===== src/rtl/deepstop_retain_pkg.sv =====
package deepstop_retain_pkg;

  typedef enum logic [2:0] {
    ST_RUN   = 3'd0,
    ST_ENTER = 3'd1,
    ST_DEEP  = 3'd2,
    ST_WRST  = 3'd3,
    ST_RECOV = 3'd4
  } ds_state_t;

  localparam int FLAG_BIT = 0;
  localparam int ACK_BIT  = 1;
  localparam int RPE_BIT  = 2;

endpackage


===== src/rtl/dsr_fsm.sv =====
module dsr_fsm
  import deepstop_retain_pkg::*;
#(
  parameter int RST_CYCLES = 4
) (
  input  logic      clk,
  input  logic      por_n,
  input  logic      stop_req,
  input  logic      wake,
  input  logic      ack_ok,
  input  logic      sr_start,
  output ds_state_t state,
  output logic      capture,
  output logic      wake_evt,
  output logic      sr_end,
  output logic      sr_active,
  output logic      core_rst_n
);

  localparam int CW = $clog2(RST_CYCLES + 1);
  localparam logic [CW-1:0] CNT_LAST = CW'(RST_CYCLES - 1);

  ds_state_t     state_q, state_d;
  logic [CW-1:0] cnt_q, cnt_d;
  logic          sr_q, sr_d;

  assign capture  = (state_q == ST_RUN) && stop_req;
  assign wake_evt = (state_q == ST_DEEP) && wake;
  assign sr_end   = (state_q == ST_RECOV) && sr_q && (cnt_q == CNT_LAST);

  always_comb begin
    state_d = state_q;
    cnt_d   = cnt_q;
    sr_d    = sr_q;
    unique case (state_q)
      ST_RUN:   if (stop_req) state_d = ST_ENTER;
      ST_ENTER: state_d = ST_DEEP;
      ST_DEEP: begin
        if (wake) begin
          state_d = ST_WRST;
          cnt_d   = '0;
        end
      end
      ST_WRST: begin
        if (cnt_q == CNT_LAST) begin
          state_d = ST_RECOV;
          cnt_d   = '0;
        end else begin
          cnt_d = cnt_q + 1'b1;
        end
      end
      ST_RECOV: begin
        if (sr_q) begin
          if (cnt_q == CNT_LAST) begin
            sr_d    = 1'b0;
            cnt_d   = '0;
            state_d = ST_RUN;
          end else begin
            cnt_d = cnt_q + 1'b1;
          end
        end else if (ack_ok) begin
          state_d = ST_RUN;
        end else if (sr_start) begin
          sr_d  = 1'b1;
          cnt_d = '0;
        end
      end
      default: state_d = ST_RUN;
    endcase
  end

  always_ff @(posedge clk or negedge por_n) begin
    if (!por_n) begin
      state_q <= ST_RUN;
      cnt_q   <= '0;
      sr_q    <= 1'b0;
    end else begin
      state_q <= state_d;
      cnt_q   <= cnt_d;
      sr_q    <= sr_d;
    end
  end

  assign state      = state_q;
  assign sr_active  = sr_q;
  assign core_rst_n = !((state_q == ST_DEEP) || (state_q == ST_WRST) || sr_q);

endmodule


===== src/rtl/dsr_regs.sv =====
module dsr_regs
  import deepstop_retain_pkg::*;
#(
  parameter int REG_W = 8
) (
  input  logic             clk,
  input  logic             por_n,
  input  logic             reg_we,
  input  logic [REG_W-1:0] reg_wdata,
  input  logic             core_rst_n,
  input  ds_state_t        state,
  input  logic             sr_active,
  input  logic             wake_evt,
  input  logic             sr_end,
  output logic             ack_ok,
  output logic             sr_start,
  output logic             flag,
  output logic [REG_W-1:0] reg_rdata
);

  logic flag_q, rpe_q, we_ok, in_recov;

  assign we_ok    = reg_we && core_rst_n;
  assign in_recov = (state == ST_RECOV) && flag_q && !sr_active;
  assign ack_ok   = we_ok && reg_wdata[ACK_BIT] && in_recov;
  assign sr_start = we_ok && reg_wdata[RPE_BIT] && !reg_wdata[ACK_BIT]
                    && !rpe_q && in_recov;

  always_ff @(posedge clk or negedge por_n) begin
    if (!por_n) begin
      flag_q <= 1'b0;
    end else if (wake_evt) begin
      flag_q <= 1'b1;
    end else if (ack_ok || sr_end) begin
      flag_q <= 1'b0;
    end
  end

  always_ff @(posedge clk or negedge por_n) begin
    if (!por_n) begin
      rpe_q <= 1'b0;
    end else if (wake_evt) begin
      rpe_q <= 1'b0;
    end else if (we_ok) begin
      rpe_q <= reg_wdata[RPE_BIT];
    end
  end

  always_comb begin
    reg_rdata           = '0;
    reg_rdata[FLAG_BIT] = flag_q;
    reg_rdata[RPE_BIT]  = rpe_q;
  end

  assign flag = flag_q;

endmodule


===== src/rtl/dsr_pad_hold.sv =====
module dsr_pad_hold #(
  parameter int NPINS = 8
) (
  input  logic             clk,
  input  logic             por_n,
  input  logic             capture,
  input  logic             release_hold,
  input  logic [NPINS-1:0] port_out,
  input  logic [NPINS-1:0] port_oe,
  input  logic [NPINS-1:0] periph_en,
  input  logic [NPINS-1:0] periph_out,
  input  logic [NPINS-1:0] periph_oe,
  output logic             hold_active,
  output logic [NPINS-1:0] pad_out,
  output logic [NPINS-1:0] pad_oe
);

  logic hold_q;

  always_ff @(posedge clk or negedge por_n) begin
    if (!por_n)            hold_q <= 1'b0;
    else if (capture)      hold_q <= 1'b1;
    else if (release_hold) hold_q <= 1'b0;
  end

  assign hold_active = hold_q;

  for (genvar i = 0; i < NPINS; i++) begin : g_pin
    logic live_out, live_oe, kept_out, kept_oe;

    assign live_out = periph_en[i] ? periph_out[i] : port_out[i];
    assign live_oe  = periph_en[i] ? periph_oe[i]  : port_oe[i];

    always_ff @(posedge clk or negedge por_n) begin
      if (!por_n) begin
        kept_out <= 1'b0;
        kept_oe  <= 1'b0;
      end else if (capture) begin
        kept_out <= live_out;
        kept_oe  <= live_oe;
      end
    end

    assign pad_out[i] = hold_q ? kept_out : live_out;
    assign pad_oe[i]  = hold_q ? kept_oe  : live_oe;
  end

endmodule


===== src/rtl/deepstop_retain.sv =====
module deepstop_retain
  import deepstop_retain_pkg::*;
#(
  parameter int NPINS      = 8,
  parameter int REG_W      = 8,
  parameter int RST_CYCLES = 4
) (
  input  logic             clk,
  input  logic             por_n,
  input  logic             stop_req,
  input  logic             rtc_wake,
  input  logic             rtc_wake_en,
  input  logic             osc_lplr_on,
  input  logic             clk_int_ref,
  input  logic             osc_stop_en,
  output logic             osc_keep_on,
  output logic             core_rst_n,
  input  logic             reg_we,
  input  logic [REG_W-1:0] reg_wdata,
  output logic [REG_W-1:0] reg_rdata,
  input  logic [NPINS-1:0] port_out,
  input  logic [NPINS-1:0] port_oe,
  input  logic [NPINS-1:0] periph_en,
  input  logic [NPINS-1:0] periph_out,
  input  logic [NPINS-1:0] periph_oe,
  output logic [NPINS-1:0] pad_out,
  output logic [NPINS-1:0] pad_oe
);

  ds_state_t state_q;
  logic capture, wake_evt, sr_end, sr_active, ack_ok, sr_start;
  logic flag, hold_active, osc_lock_q;

  dsr_fsm #(.RST_CYCLES(RST_CYCLES)) u_fsm (
    .clk        (clk),
    .por_n      (por_n),
    .stop_req   (stop_req),
    .wake       (rtc_wake && rtc_wake_en),
    .ack_ok     (ack_ok),
    .sr_start   (sr_start),
    .state      (state_q),
    .capture    (capture),
    .wake_evt   (wake_evt),
    .sr_end     (sr_end),
    .sr_active  (sr_active),
    .core_rst_n (core_rst_n)
  );

  dsr_regs #(.REG_W(REG_W)) u_regs (
    .clk        (clk),
    .por_n      (por_n),
    .reg_we     (reg_we),
    .reg_wdata  (reg_wdata),
    .core_rst_n (core_rst_n),
    .state      (state_q),
    .sr_active  (sr_active),
    .wake_evt   (wake_evt),
    .sr_end     (sr_end),
    .ack_ok     (ack_ok),
    .sr_start   (sr_start),
    .flag       (flag),
    .reg_rdata  (reg_rdata)
  );

  dsr_pad_hold #(.NPINS(NPINS)) u_pads (
    .clk          (clk),
    .por_n        (por_n),
    .capture      (capture),
    .release_hold (ack_ok || sr_end),
    .port_out     (port_out),
    .port_oe      (port_oe),
    .periph_en    (periph_en),
    .periph_out   (periph_out),
    .periph_oe    (periph_oe),
    .hold_active  (hold_active),
    .pad_out      (pad_out),
    .pad_oe       (pad_oe)
  );

  always_ff @(posedge clk or negedge por_n) begin
    if (!por_n)       osc_lock_q <= 1'b0;
    else if (capture) osc_lock_q <= osc_lplr_on && !clk_int_ref;
  end

  assign osc_keep_on = (state_q == ST_DEEP) && (osc_lock_q || osc_stop_en);

endmodule


===== config.mk =====
export PLATFORM = sky130hd
export DESIGN_NAME = deepstop_retain
export DESIGN_NICKNAME = d
export VERILOG_FILES = /design/src/rtl/deepstop_retain_pkg.sv /design/src/rtl/dsr_fsm.sv /design/src/rtl/dsr_regs.sv /design/src/rtl/dsr_pad_hold.sv /design/src/rtl/deepstop_retain.sv
export SDC_FILE = /design/constraint.sdc
export NUM_CORES = 1
export LEC_CHECK = 0
export BUFFER_PORTS_ARGS = -buffer_cell sky130_fd_sc_hd__buf_2
export CAP_MARGIN = 20
export CORE_MARGIN = 2
export CORE_UTILIZATION = 46
export DETAILED_ROUTE_END_ITERATION = 8
export PLACE_DENSITY = 0.78
export SLEW_MARGIN = 20
export SYNTH_ARGS = -nofsm -noshare
export SYNTH_HDL_FRONTEND = slang
export SYNTH_SLANG_ARGS = --single-unit

===== constraint.sdc =====
create_clock -name clk -period 1.7 [get_ports clk]
set_input_delay 0 -clock clk [delete_from_list [all_inputs] [get_ports clk]]
set_output_delay 0 -clock clk [all_outputs]
set_load 0.02 [all_outputs]

# == After elaboration in Yosys (flattened, before gate mapping) ==
# Cells that the tools add are included.
# W data, S select, Z words.
# classes
n_reduce_logical,32
mux,54
n_eq_ne,12
n_addsub,1
# ops
cell,n
$mux W1,41
$mux W3,11
$logic_and A1 B1 Y1,16
$pmux W3 S5,1
$eq A3 B2 Y1 const B,3
$pmux W3 S3,1
$ne A3 B3 Y1 const B,2
$reduce_bool A2 Y1,3
$logic_not A1 Y1,5
$reduce_and A5 Y1,1
$logic_or A1 B1 Y1,4
$ne A2 B1 Y1 const B,2
$reduce_and A4 Y1,1
$add A3 B1 Y3 const B,1
$eq A3 B1 Y1 const B,1
$eq A3 B3 Y1 const B,1
$logic_not A3 Y1,1
$ne A3 B1 Y1 const B,1
$ne A3 B2 Y1 const B,1
$reduce_bool A3 Y1,1
$ne A2 B2 Y1 const B,1
# word_totals
reg_bits,27
elab_cells,122
input_bits,57
out_inout_bits,26

# == Longest topological paths before layout ==
# Gate-level depths: netlist of the first run.
# logic_depth
word_depth,13
mapped_depth,6
ltp_nobuf,4

# == Modules after synthesis ==
# Synthesis of the first run repeated with hierarchy kept, for this count alone.
# hier_totals
hier_cells,141
area_unflattened_um2,1853.0
# by_module_without_submodules
module,area_each_um2,cells_per_inst,seq_area_each_um2,n_inst
dsr_pad_hold,1146.1,71,425.4,1
dsr_fsm,430.4,39,175.2,1
dsr_regs,203.9,23,50.0,1
deepstop_retain,72.6,8,25.0,1

# == Worst setup path after synthesis of the first run ==
# No wires, ideal clock.
# synth_timing
kind,register to register
startpoint,"reg u_fsm.state_q[2], in the netlist u_fsm.state[2]"
endpoint,reg u_pads.g_pin[0].kept_oe
period_less_slack_ps,1566
path_stages_with_launch,6
t_arrival_ps,1441
slack_ps,134
path_cell_list,dfrtp_1 > buf_4 > nor4b_1 > buf_2 > buf_4 > mux2_2
# synth_between
elab_chain_len,2
# synth_lines
item,line_no,rtl
start: declaration,dsr_fsm.sv:23,"ds_state_t state_q, state_d;"
start signal: assignment,dsr_fsm.sv:78,state_q <= state_d;
$logic_not A3 Y1,dsr_fsm.sv:27,assign capture = (state_q == ST_RUN) && stop_req;
$logic_and A1 B1 Y1,dsr_fsm.sv:27,
end signal: assignment,dsr_pad_hold.sv:40,kept_oe <= live_oe;
end: declaration,dsr_pad_hold.sv:29,"logic live_out, live_oe, kept_out, kept_oe;"
# No other way between the ends.
# A chain may end at the register's enable or synchronous reset.

# == Worst setup path after layout of the first run ==
# layout_timing
startpoint,"reg u_fsm.state_q[2], in the netlist u_fsm.state[2]"
endpoint,reg u_fsm.cnt_q[0]
# layout_between
elab_chain_len,11
elab_cells_between_ends,21
# layout_lines
item,line_no,rtl
$eq A3 B2 Y1,"dsr_fsm.sv:35, dsr_fsm.sv:86",
$logic_or A1 B1 Y1 (2 in a row),dsr_fsm.sv:86,assign core_rst_n = !((state_q == ST_DEEP) || (state_q == ST_WRST) || sr_q);
$logic_not A1 Y1,dsr_fsm.sv:86,
$logic_and A1 B1 Y1,dsr_regs.sv:23,assign we_ok = reg_we && core_rst_n;
$logic_and A1 B1 Y1 (2 in a row),dsr_regs.sv:26,assign sr_start = we_ok && reg_wdata[RPE_BIT] && !reg_wdata[ACK_BIT]
$logic_and A1 B1 Y1 (2 in a row),dsr_regs.sv:27,&& !rpe_q && in_recov;
$ne A3 B2 Y1 (no line),--,
$reduce_and A4 Y1 (no line),--,
end signal: assignment,dsr_fsm.sv:79,cnt_q <= cnt_d;
end: declaration,dsr_fsm.sv:24,"logic [CW-1:0] cnt_q, cnt_d;"
# Several ways; a longest one is shown, not always the timed one.

==> metrics list, run 1 <==
- Outcome: finished clean
* Sequential element share of the synthesized area: 39.6%
* Cell accounting for the most synthesized area: sky130_fd_sc_hd__dfrtp_1
- Synth warnings: 0
* Type of destination of the critical path: flop
- Total standard cell area after synthesis: 1700 sq um
- Path class of the lowest-slack min-delay path: in2reg
- Largest net degree at the start of global routing: 28
* Max Transition Viols Final: 0
- The die covers between 4000 and 5000 sq um.
- TritonCTS clock tree: done
- The most critical setup path has its startpoint at u_fsm.state[2]$_DFFE_PN0P_.
- Worst setup slack for register-to-register paths: 110 ps
- Largest fanout of any net on the critical path: 10
- Total I/O pin count: 83
* Highest attainable clock frequency: 630 MHz
- The finished cells cover 2200 sq um.
* Capturing point of the worst reg2reg path: u_fsm.cnt_q[0]$_DFFE_PN0P_
- Global routing usage on met2: 32.1%
* Leakage power total: 1.02 nW
* Crit path to: u_fsm.cnt_q[0]$_DFFE_PN0P_
- For the worst-skew pair, the clock arrives at the later sink with an insertion delay of between 200 and 300 ps.
* Arrival time at the worst endpoint: 1780 ps
* Number of buffers created by CTS: 3
- Synth Register Bits: 27
- In the routed design, unresolved DRC markers number 0.
- Clock skew on the completed layout was measured at 2.19 ps.
- The floorplan has 22 rows.
* Clock tree buffer depth: 2
- Core Region: between 3000 and 4000 sq um
- Most repeated cell in the gate-level netlist after synthesis: sky130_fd_sc_hd__mux2_2
- Mean number of vias per cell: 5.27
- Required time of the worst setup path: 1900 ps
- GRT met3 Usage: between 3 and 4%
* Proportion of netlist area held by the largest area contributor: 39.6%
- The slowest stage of the critical path is the sky130_fd_sc_hd__dfrtp_1 cell.
- VDD sags by at most 0.506 mV.
* Routed vias: between 1000 and 1500
- After synthesis, the cell types taking the most area are sky130_fd_sc_hd__dfrtp_1 (40%), sky130_fd_sc_hd__mux2_2 (32%), sky130_fd_sc_hd__buf_4 (4.4%).
* Crit-path cells: or3b_1 > or3_1 > o211ai_2
* Fraction of layout instances using a drive strength above 1: 59.1%
* First DRT Iteration DRCs: 46
- Overflow after GRT: 0
- The area growth from synthesis to layout is 28.9%.
* Placed standard-cell area: 2090 sq um
* Horiz. Die Dim: 64.9 um
- The pre-antenna-repair detailed-routing pass consisted of 4 iterations.
- Slew at the pin closest to its max-slew limit: roughly 600 ps
- The startpoint identified for the worst register-to-register timing path is u_fsm.state[2]$_DFFE_PN0P_.
- Mean Syn Cell Area: 11.4 sq um
* Share of the clock period used by the worst path: 93.4%
* Leading cell types by count after synthesis: sky130_fd_sc_hd__mux2_2 (48), sky130_fd_sc_hd__dfrtp_1 (27), sky130_fd_sc_hd__buf_4 (10)
- The hold violation total from the final report came to 0.
- Global-route met1 utilization: 19.5%
- The initial antenna violation count came to 0.
- Wire per inst: 13.0 um
* Worst setup SP type: flop
- Max-cap violations in this run came to 0.
- For this design the ratio of total power to cell area is ~1300 nW/um^2.
- After global routing, the most crowded layer is met2.
- Normalized max-slew margin: 59.7%
* Crit path time final: ~1600 ps
* Buffers on Ports: 70
- Net count reported at finish: 284
* Number of synthesized flops with an enable pin: 0
- Routed Antenna Nets: 0
- The critical path is of the reg2reg type.
- Number of library cell types mapped by synthesis: 35
- CP max stage delay: 520 ps
- After clock tree synthesis, the clock-pin slew on the worst setup and hold paths is 90 ps.
- Number of cell instances on the worst register-to-register path: 3
- Number of antenna cells inserted: 0
- The via count of the first global-routing pass came to ~1300.
- The first global-routing pass estimated 5640 um of wire.
- The floorplan step set the die height to roughly 65 um.
* Max H-tree Level: 1
- The tree built by TritonCTS fans out to 27 sinks.
- DP Wirelength: 2720 um
* Global router's overall resource usage: 16.8%
- Weighted congestion reported at the end of routability-driven placement: ~0.87
- Setup repair after global routing missed its margin: no
- Starting density of the core: a little under half
* Leading register cell type out of synthesis: sky130_fd_sc_hd__dfrtp_1
- Proportion of register bits with asynchronous set or reset after synthesis: between 90% and 100%
- Number of fill cells in the layout: 320
- The final layout contains routed wiring with a total length of 3560 um.
* Final setup TNS: 0 ps
* Instance count of the mapped netlist: 150
- Final setup violation count: 0
* Clock Tree Root: sky130_fd_sc_hd__clkbuf_8
[metal layers]
layer	wire (um)	up-vias	share of wire [%]
li1	-	691	-
met1	1470	693	41
met2	1820	53	51
met3	257	2	7.2
met4	17	0	0.48
met5	0	-	0
[registers in the layout, summed over array words and instances, names as in the netlist]
register and cells:
u_pads.g_pin.kept_oe 8, u_pads.g_pin.kept_out 8, u_fsm.cnt_q 3, u_fsm.state 3, osc_lock_q 1, u_fsm.sr_active 1, u_pads.hold_active 1, u_regs.flag 1
u_regs.rpe_q 1
[metrics by stage]
| stage | worst slack, ps | instances | hold slack, ps | total power [mW] | util, % |
|---|---|---|---|---|---|
| finish | 113 | 273 | 93.5 | 2.86 | 60.9 |
| global route | 76.0 | 273 | 104 | 3.07 | 60.9 |
| detailed placement | 176 | 264 | 39.2 | 2.51 | 58.0 |
| CTS | 84.5 | 273 | 94.9 | 2.87 | 60.6 |
| global placement | 202 | 264 | 31.9 | 2.46 | 58.0 |
| floorplan | 134 | 155 | -296 | 2.09 | - |
[layout by cell type (no fill, tap or decap), types with 2 or more instances in the layout]
master and n:
sky130_fd_sc_hd__a21oi_1 3, sky130_fd_sc_hd__a32oi_1 2, sky130_fd_sc_hd__buf_2 70, sky130_fd_sc_hd__buf_4 7, sky130_fd_sc_hd__clkbuf_8 3, sky130_fd_sc_hd__conb_1 6
sky130_fd_sc_hd__dfrtp_1 27, sky130_fd_sc_hd__dlygate4sd3_1 5, sky130_fd_sc_hd__inv_1 3, sky130_fd_sc_hd__mux2_2 48, sky130_fd_sc_hd__nand2_1 5, sky130_fd_sc_hd__nand2b_1 4
sky130_fd_sc_hd__nand3_1 3, sky130_fd_sc_hd__nand3b_1 4, sky130_fd_sc_hd__nor3_1 2, sky130_fd_sc_hd__o211ai_1 7, sky130_fd_sc_hd__o21ai_0 6
[where the power goes]
part | leakage (nW) | internal (mW) | switching, mW
clock network | 0.0228 | 0.168 | 0.188
logic | 0.677 | 0.704 | 0.751
registers | 0.322 | 0.904 | 0.146
[timing repair]
item,in CTS,in global routing
hold buffers,5,0
setup buffers,0,0
endpoints found under the hold margin,29,0
resized for setup,0,2
setup endpoints to repair,0,2
[critical path: cells and delay by family, from the launching register on]
family | cells | cell delay [ps]
AO/OA/AOI/OAI | 1 | 140
flip-flops | 1 | 520
AND/OR/NAND/NOR | 2 | 850
[kinds of logic after synthesis]
kind of cell,after synthesis,synth area share [%]
mux,48,31.7
simple gates,30,11.4
flops,27,39.6
compound gates,24,9.69
buf+inv,19,6.61
fa+ha+maj,1,0.734
other cells,1,0.220
[cell type report]
type	count	area (sq um)	area share [%]
flip-flops and latches	27	676	30.8
well taps	48	60.1	2.73
clock buffers	4	45.0	2.05
multi-input cells	109	952	43.3
repair buffers	82	453	20.6
inverters	3	11.3	0.513
[worst min-delay path by stage]
| stage | start | endpoint | slack [ps] | depth (start not counted) |
|---|---|---|---|---|
| floorplan | por_n | osc_lock_q$_DFFE_PN0P_ | -300 | 0 |
| global placement | por_n | u_pads.g_pin[7].kept_oe$_DFFE_PN0P_ | 30 | 1 |
| detailed placement | por_n | u_pads.g_pin[7].kept_oe$_DFFE_PN0P_ | 40 | 1 |
| CTS | reg_wdata[2] | u_regs.rpe_q$_DFFE_PN0P_ | 90 | 3 |
| global route | periph_out[7] | u_pads.g_pin[7].kept_out$_DFFE_PN0P_ | 100 | 3 |
| finish | stop_req | u_fsm.state[0]$_DFFE_PN0P_ | 90 | 4 |
Power figures use the tool's default switching activity.
==> run 2: changes to the inputs <==
--- a/config.mk
+++ b/config.mk
@@ -5,6 +5,7 @@
 export SDC_FILE = /design/constraint.sdc
 export NUM_CORES = 1
 export LEC_CHECK = 0
+export ABC_AREA = 1
 export BUFFER_PORTS_ARGS = -buffer_cell sky130_fd_sc_hd__buf_2
 export CAP_MARGIN = 20
 export CORE_MARGIN = 2
==> run 2 against run 1 <==
  * Non-clock buffer count is 4 higher
  * Sequential share of layout area increased by 0.088 points
  * Critical endpoint is now u_regs.flag$_DFFE_PN0P_
  * Count of clock-buffer cells in the layout down 1
  * Largest cell class unchanged
  * First-iteration DRC count shrank 39%
  * Hold slack lost 88 ps
==> metrics list, run 2 <==
* Post-CTS Hold Buffers: 14
* Proportion of register bits with asynchronous set or reset after synthesis: 100%
* # rows: 21
- After detailed routing, the average wire length per cell comes to 11.2 um.
* CP max stage delay: 580 ps
- Sequential element share of the synthesized area: 40.2%
* Final hold vios: 0
- After global routing the overflow that remains totals 0.
- For this run, the total global-route usage over all layers was measured as 19.7%.
- Cell total after placement: 328
- The path class of the tightest hold or removal check is in2reg.
* Max Transition Viols Final: 0
- Routability-driven placement finished with a final weighted congestion of 0.937.
- Most repeated cell in the gate-level netlist after synthesis: sky130_fd_sc_hd__nand2_1
- First DRT Iteration DRCs: 28
- Leading cell types by total area after synthesis: sky130_fd_sc_hd__dfrtp_1 (40%), sky130_fd_sc_hd__nand2_1 (15%), sky130_fd_sc_hd__mux2_2 (11%)
- The floorplan step defined a die boundary enclosing a little over 4000 sq um.
- Setup repair after global routing left no endpoint under its margin.
- Maximum clock skew at final layout: 4.98 ps
* Clock tree buffer depth: 2
- In this run the tightest slew margin relative to its limit is 62.1%.
* Fraction of layout instances using a drive strength above 1: 32.9%
* Buffers on Ports: 70
- Summing all placed instances gives a cell area of 2010 sq um.
- In this design, the critical path's most frequently occurring cell is sky130_fd_sc_hd__nand2_1.
- The clock reaches the later pin of the worst-skew pair after roughly 340 ps.
- Yosys mapped the design onto 26 distinct sky130hd cell types.
- Count of instances resized after the clock tree is built: 0
* Outcome: finished clean
- Synth warnings: 0
- Total standard cell area after synthesis: 1680 sq um
- Worst slack at placement: 142 ps
- Synth Register Bits: 27
* P per Cell Area: 1390 nW/um^2
- TritonCTS built the clock tree.
* Max H-tree Level: 1
- CTS Sinks: 27
* Final design area excluding fillers: about 2200 sq um
- In this run the standard cell core region covers about 3400 sq um.
- Registers with the highest flip-flop counts: u_pads.g_pin.kept_oe x8, u_pads.g_pin.kept_out x8
- The top cell types in the final layout, fill and taps aside, are sky130_fd_sc_hd__buf_2 (70), sky130_fd_sc_hd__nand2_1 (68), sky130_fd_sc_hd__dfrtp_1 (27).
- Routed wire length: 3900 um
- In the final layout, flip-flops and latches occupy 676 sq um.
- In the final design database the tool counted 360 nets.
- Largest fanout of any net on the critical path: 7
* Crit-path cells: nand2_1 > nor2_1 > nand3_1 > dlygate4sd3_1 > nand2_1
- Multi-input gate area: 818 sq um
- After layout, the worst path uses 92.9% of the clock period.
* Routed Antenna Nets: 0
* Crit path time final: 1580 ps
- Vias in the first global route: 1596
* Final standard cell count with taps included and fillers excluded: 347
- Summed over all cells, the static leakage comes to 1.14 nW.
- Type of destination of the critical path: flop
* Power, Total: 3.04 mW
* Mean Syn Cell Area: about 7.6 sq um
- Slew at the pin closest to its max-slew limit: 569 ps
* Clock Tree Root: sky130_fd_sc_hd__clkbuf_4
* Max-cap violations: 0
- DP Wirelength: 2770 um
- Required time of the worst setup path: slightly below 2000 ps
- The setup path with the least slack is of type reg2reg.
- In the routed design, unresolved DRC markers number 0.
- Antenna violations before repair: 0
* DIE HEIGHT: 64.5 um
* Proportion of netlist area held by the largest area contributor: 40.2%
- Final setup violation count: 0
* Number of fill cells in the layout: about 310
- Final setup TNS: 0 ps
* Horiz. Die Dim: 64.5 um
- The worst setup path is launched from a flop.
- Number of setup buffers added after CTS: 0
- Entering global routing, the biggest net connects 34 pins.
- The worst-case IR drop observed on VDD is 0.825 mV.
- The number of antenna diodes in the final layout is 0.
- sky130_fd_sc_hd__dfrtp_1 takes more of the synthesized area than any other cell.
- Router iterations before antenna repair: 4
- In this run the count of I/O pins placed on the die edge is 83.
- Starting density of the core: about half
- Mean number of vias per cell: 4.82
- Final worst setup slack: 120 ps
* Clock transition time at the flip-flop clock pins of the worst setup and hold paths: 150 ps
- Arrival time at the worst endpoint: ~1900 ps
- Detailed routing inserted a total of ~1700 vias.
- For this run, the top clock speed supported by timing is 633 MHz.
- Most common library cell in the layout ignoring fill and taps: sky130_fd_sc_hd__buf_2
- Slowest cell on the critical path: sky130_fd_sc_hd__dlygate4sd3_1
* Number of synthesized flops with an enable pin: 0
* Wire length of the first global-routing pass: 6400 um
* Number of buffers created by CTS: 3
* Instance count of the mapped netlist: 220
* Leading cell types by count after synthesis: sky130_fd_sc_hd__nand2_1 (68), sky130_fd_sc_hd__dfrtp_1 (27), sky130_fd_sc_hd__o21ai_0 (26)
* Leading register cell type out of synthesis: sky130_fd_sc_hd__dfrtp_1
- The area growth from synthesis to layout is 30.3%.
[run 2: area by class of cell]
type                            count  share of cell area, %
Multi-Input combinational cell    157                   37.4
Sequential cell                    27                   30.8
Timing Repair Buffer               86                   23.2
Inverter                           27                   4.63
Tap cell                           46                   2.63
Clock buffer                        3                   1.03
Clock inverter                      1                  0.343
[run 2: kinds of logic (layout without fill, tap and decap cells)]
group / count (synthesis) / count (layout) / share of synthesized area (%)
other: 1 / 6 / 0.223
and+or+nand+nor: 95 / 95 / 23.5
DFF: 27 / 27 / 40.2
AOI/OAI and AO/OA: 39 / 39 / 12.4
adders and majority gates: 1 / 1 / 0.744
muxes: 16 / 16 / 10.7
buffers and inverters: 41 / 117 / 12.3
[run 2: per-stage QoR]
step	hold slack, ps	util, %
detailed placement	41.4	58.9
CTS	2.70	63.8
global route	5.73	64.1
global placement	46.2	58.9
floorplan	-296	-
finish	5.44	64.1
[run 2: per-layer routing]
metal | part of all wire, % | GRT usage [%] | up-vias
met5 | 0 | 0 | -
met4 | 4.4 | 12.5 | 0
met3 | 4.5 | 2.95 | 17
met2 | 53 | 37.6 | 49
met1 | 38 | 19.8 | 756
li1 | - | - | 852
[run 2: where the power goes]
part | internal, mW | switching (mW)
clock network | 0.0906 | 0.203
registers | 0.917 | 0.143
logic | 0.597 | 1.08
total | 1.60 | 1.43
[run 2: critical path: cells and delay by family (launching register included)]
kind,cells,cell delay [ps]
buffers and inverters,1,580
flip-flops,1,510
AND/OR/NAND/NOR,4,430
[run 2: worst paths after layout]
kind | startpoint | endpoint | slack (ps) | cells after the start
worst max register to register | u_fsm.state[1]$_DFFE_PN0P_ | u_regs.flag$_DFFE_PN0P_ | 120 | 5
worst min register to register | u_pads.hold_active$_DFFE_PN0P_ | u_pads.hold_active$_DFFE_PN0P_ | 500 | 2
worst max-delay path | u_fsm.state[1]$_DFFE_PN0P_ | u_regs.flag$_DFFE_PN0P_ | 120 | 5
max in group asynchronous | por_n | u_fsm.state[0]$_DFFE_PN0P_ | 1160 | 2
min in group asynchronous | por_n | u_pads.g_pin[6].kept_out$_DFFE_PN0P_ | 170 | 2
worst min-delay path | port_oe[1] | u_pads.g_pin[1].kept_oe$_DFFE_PN0P_ | 5 | 4
==> run 3: changes to the inputs <==
--- a/config.mk
+++ b/config.mk
@@ -9,9 +9,9 @@
 export BUFFER_PORTS_ARGS = -buffer_cell sky130_fd_sc_hd__buf_2
 export CAP_MARGIN = 20
 export CORE_MARGIN = 2
-export CORE_UTILIZATION = 46
+export CORE_UTILIZATION = 49
 export DETAILED_ROUTE_END_ITERATION = 8
-export PLACE_DENSITY = 0.78
+export PLACE_DENSITY = 0.83
 export SLEW_MARGIN = 20
 export SYNTH_ARGS = -nofsm -noshare
 export SYNTH_HDL_FRONTEND = slang
==> constraint.sdc (replaced) <==
create_clock -name clk -period 1.9 [get_ports clk]
set_input_delay 0 -clock clk [delete_from_list [all_inputs] [get_ports clk]]
set_output_delay 0 -clock clk [all_outputs]
set_load 0.02 [all_outputs]
==> run 3 against run 2 <==
  * Critical endpoint unchanged
  * Total power fell by 12%
  * Non-clock buffer count decreased by 8
  * Register-to-register slack improved by 120 ps
  * Count of clock-buffer cells in the layout is the same
  * Cell count down 2.3%
  * Cell area shrank 3.7%
  * Clock power is 13% lower
  * Critical path type unchanged
==> metrics list, run 3 (synthesis results as in run 2) <==
- Highest attainable clock frequency: ~600 MHz
- In the routed design, unresolved DRC markers number 0.
* Weighted congestion reported at the end of routability-driven placement: 0.866
* Most common library cell in the layout ignoring fill and taps: sky130_fd_sc_hd__buf_2
- Wire per inst: around 10 um
- Among all stages on the critical path, the largest delay is contributed by sky130_fd_sc_hd__dlygate4sd3_1.
- For the worst flop-to-flop path, the logic depth is 5.
- By startpoint and endpoint, the worst setup path is classified as reg2reg.
- In this run the deepest clock path goes through 2 buffers.
- Starting density of the core: about half
- The worst setup path is captured at a flop.
- After clock tree synthesis, the flow added hold-fix buffers numbering 7.
- IR analysis of the VDD net gives a maximum drop of ~0.70 mV.
- Share of the clock period used by the worst path: 87.3%
- Setup violations remaining at the end of the flow were counted as 0.
- Of all nets on the critical path, the largest fanout is 7.
* Routed vias: 1614
* Crit-path cells: nand2_1 > nor2_1 > nand3_1 > dlygate4sd3_1 > nand2_1
- Dividing total power by cell area gives a power density of about 1300 nW/um^2.
* Final standard cell count with taps included and fillers excluded: 339
- Entering global routing, the biggest net connects 34 pins.
* Required time of the worst setup path: 2170 ps
- The first global-routing pass estimated 5730 um of wire.
- Number of buffers created by CTS: 3
- Counting the fill cells in the layout gives around 320.
- Slew at the pin closest to its max-slew limit: approximately 580 ps
- The root buffer cell chosen for the clock tree is sky130_fd_sc_hd__clkbuf_4.
* Arrival time at the worst endpoint: 1930 ps
- Row generation in the floorplan step produced 21 rows.
- The die is between 60 and 70 um tall.
- Routed wire length: 3480 um
* Maximum clock skew at final layout: approximately 11 ps
- Including well taps, the total number of placed cells is 328.
- The min-delay analysis places its worst path in the category in2reg.
* Core Region: 3310 sq um
* Max H-tree Level: 1
- In the final layout, the registers with the most flip-flops are u_pads.g_pin.kept_oe x8, u_pads.g_pin.kept_out x8.
- The routed design could run at a clock period as short as 1660 ps.
* Layout Area Growth over Synthesis: 25.5%
* Outcome: finished clean
- The hold violation total from the final report was 0.
- Count of instances resized after the clock tree is built: 0
- Vias in the first global route: between 1000 and 1500
- Counting every sink on the clock net gives 27.
- Number of setup buffers added after CTS: 0
* Commonest cells after routing, fill and taps aside: sky130_fd_sc_hd__buf_2 (70), sky130_fd_sc_hd__nand2_1 (68), sky130_fd_sc_hd__dfrtp_1 (27)
- Leakage power total: 1.11 nW
- Clock-pin slew was measured on the worst setup and hold paths at ~140 ps.
- Routed Antenna Nets: 0
- For the worst-skew pair, the clock arrives at the later sink with an insertion delay of 330 ps.
- TritonCTS clock tree: done
- The most numerous cell type found on the critical path is sky130_fd_sc_hd__nand2_1.
- Buffers on Ports: 70
- Antenna violations before repair: 0
- Setup repair after global routing left no endpoint under its margin.
- Number of antenna cells inserted: 0
* DIE AREA: 3920 sq um
- The first routing iteration left 25 violations.
- The number of max-slew violations in the final report is 0.
- Net count reported at finish: 352
- For the final routed database, the setup TNS stands at 0 ps.
- For this run, the total global-route usage over all layers was measured as between 10% and 20%.
- The worst setup path is launched from a flop.
- 83 I/O pins were placed.
- Router iterations before antenna repair: 4
- Normalized max-slew margin: 61.4%
* Max-cap violations: 0
- Count of cells along the worst hold path: 3
- DP Wirelength: 2720 um
- Fraction of layout instances using a drive strength above 1: 33.8%
* CP max stage delay: ~600 ps
* Mean number of vias per cell: 4.76
- From left edge to right edge, the die measures 62.6 um.
* Overflow after GRT: 0
==> run 3: cell types whose count changed in the layout (fill, tap and decap cells not counted), sizes merged <==
cell / previous run / this run
dlygate4sd3: 15 / 7
==> run 3: final timing paths <==
kind | endpoint | slack [ps] | startpoint
worst min-delay path | u_regs.rpe_q$_DFFE_PN0P_ | 10 | reg_we
min in group asynchronous | u_pads.g_pin[6].kept_out$_DFFE_PN0P_ | 180 | por_n
max in group asynchronous | u_fsm.cnt_q[2]$_DFFE_PN0P_ | 1330 | por_n
worst max-delay path | u_regs.flag$_DFFE_PN0P_ | 240 | u_fsm.state[1]$_DFFE_PN0P_
worst min register to register | u_fsm.cnt_q[2]$_DFFE_PN0P_ | 490 | u_fsm.cnt_q[2]$_DFFE_PN0P_
worst max register to register | u_regs.flag$_DFFE_PN0P_ | 240 | u_fsm.state[1]$_DFFE_PN0P_
==> run 3: power breakdown <==
group | internal (mW) | total (mW) | switching, mW
clock | 0.0804 | 0.255 | 0.175
sequential | 0.820 | 0.945 | 0.124
combinational | 0.522 | 1.48 | 0.957
total | 1.42 | 2.68 | 1.26
==> run 3: metal layers <==
metal  part of all wire (%)  vias up  track usage [%]  wire, um
met4                   0.78        0             5.56        27
met1                     41      736             20.2      1440
met3                    4.7        2             1.80       162
li1                       -      833                -         -
met5                      0        -                0         0
met2                     53       43             34.0      1850
==> run 3: critical path: cells and delay by family (launching register included) <==
kind	cells	cell delay [ps]
DFF	1	500
buffers and inverters	1	600
and+or+nand+nor	4	510
==> run 3: metrics by stage <==
step	utilization (%)	power (mW)	hold slack (ps)	instance area [sq um]	worst slack (ps)
after CTS	63.8	2.70	7.57	2110	281
after global placement	60.7	2.40	39.3	2010	417
after global routing	63.8	2.91	11.2	2110	150
after detailed placement	60.7	2.43	43.6	2010	380
final	63.8	2.68	11.8	2110	241
after floorplan	-	2.04	-296	1700	682
==> run 3: cell type report <==
class                           count  area [sq um]  area share [%]
Sequential cell                    27           676            32.0
Multi-Input combinational cell    157           818            38.8
Timing Repair Buffer               78           428            20.3
Inverter                           27           101            4.80
Clock inverter                      1          7.51           0.356
Clock buffer                        3          22.5            1.07
Tap cell                           46          57.6            2.73
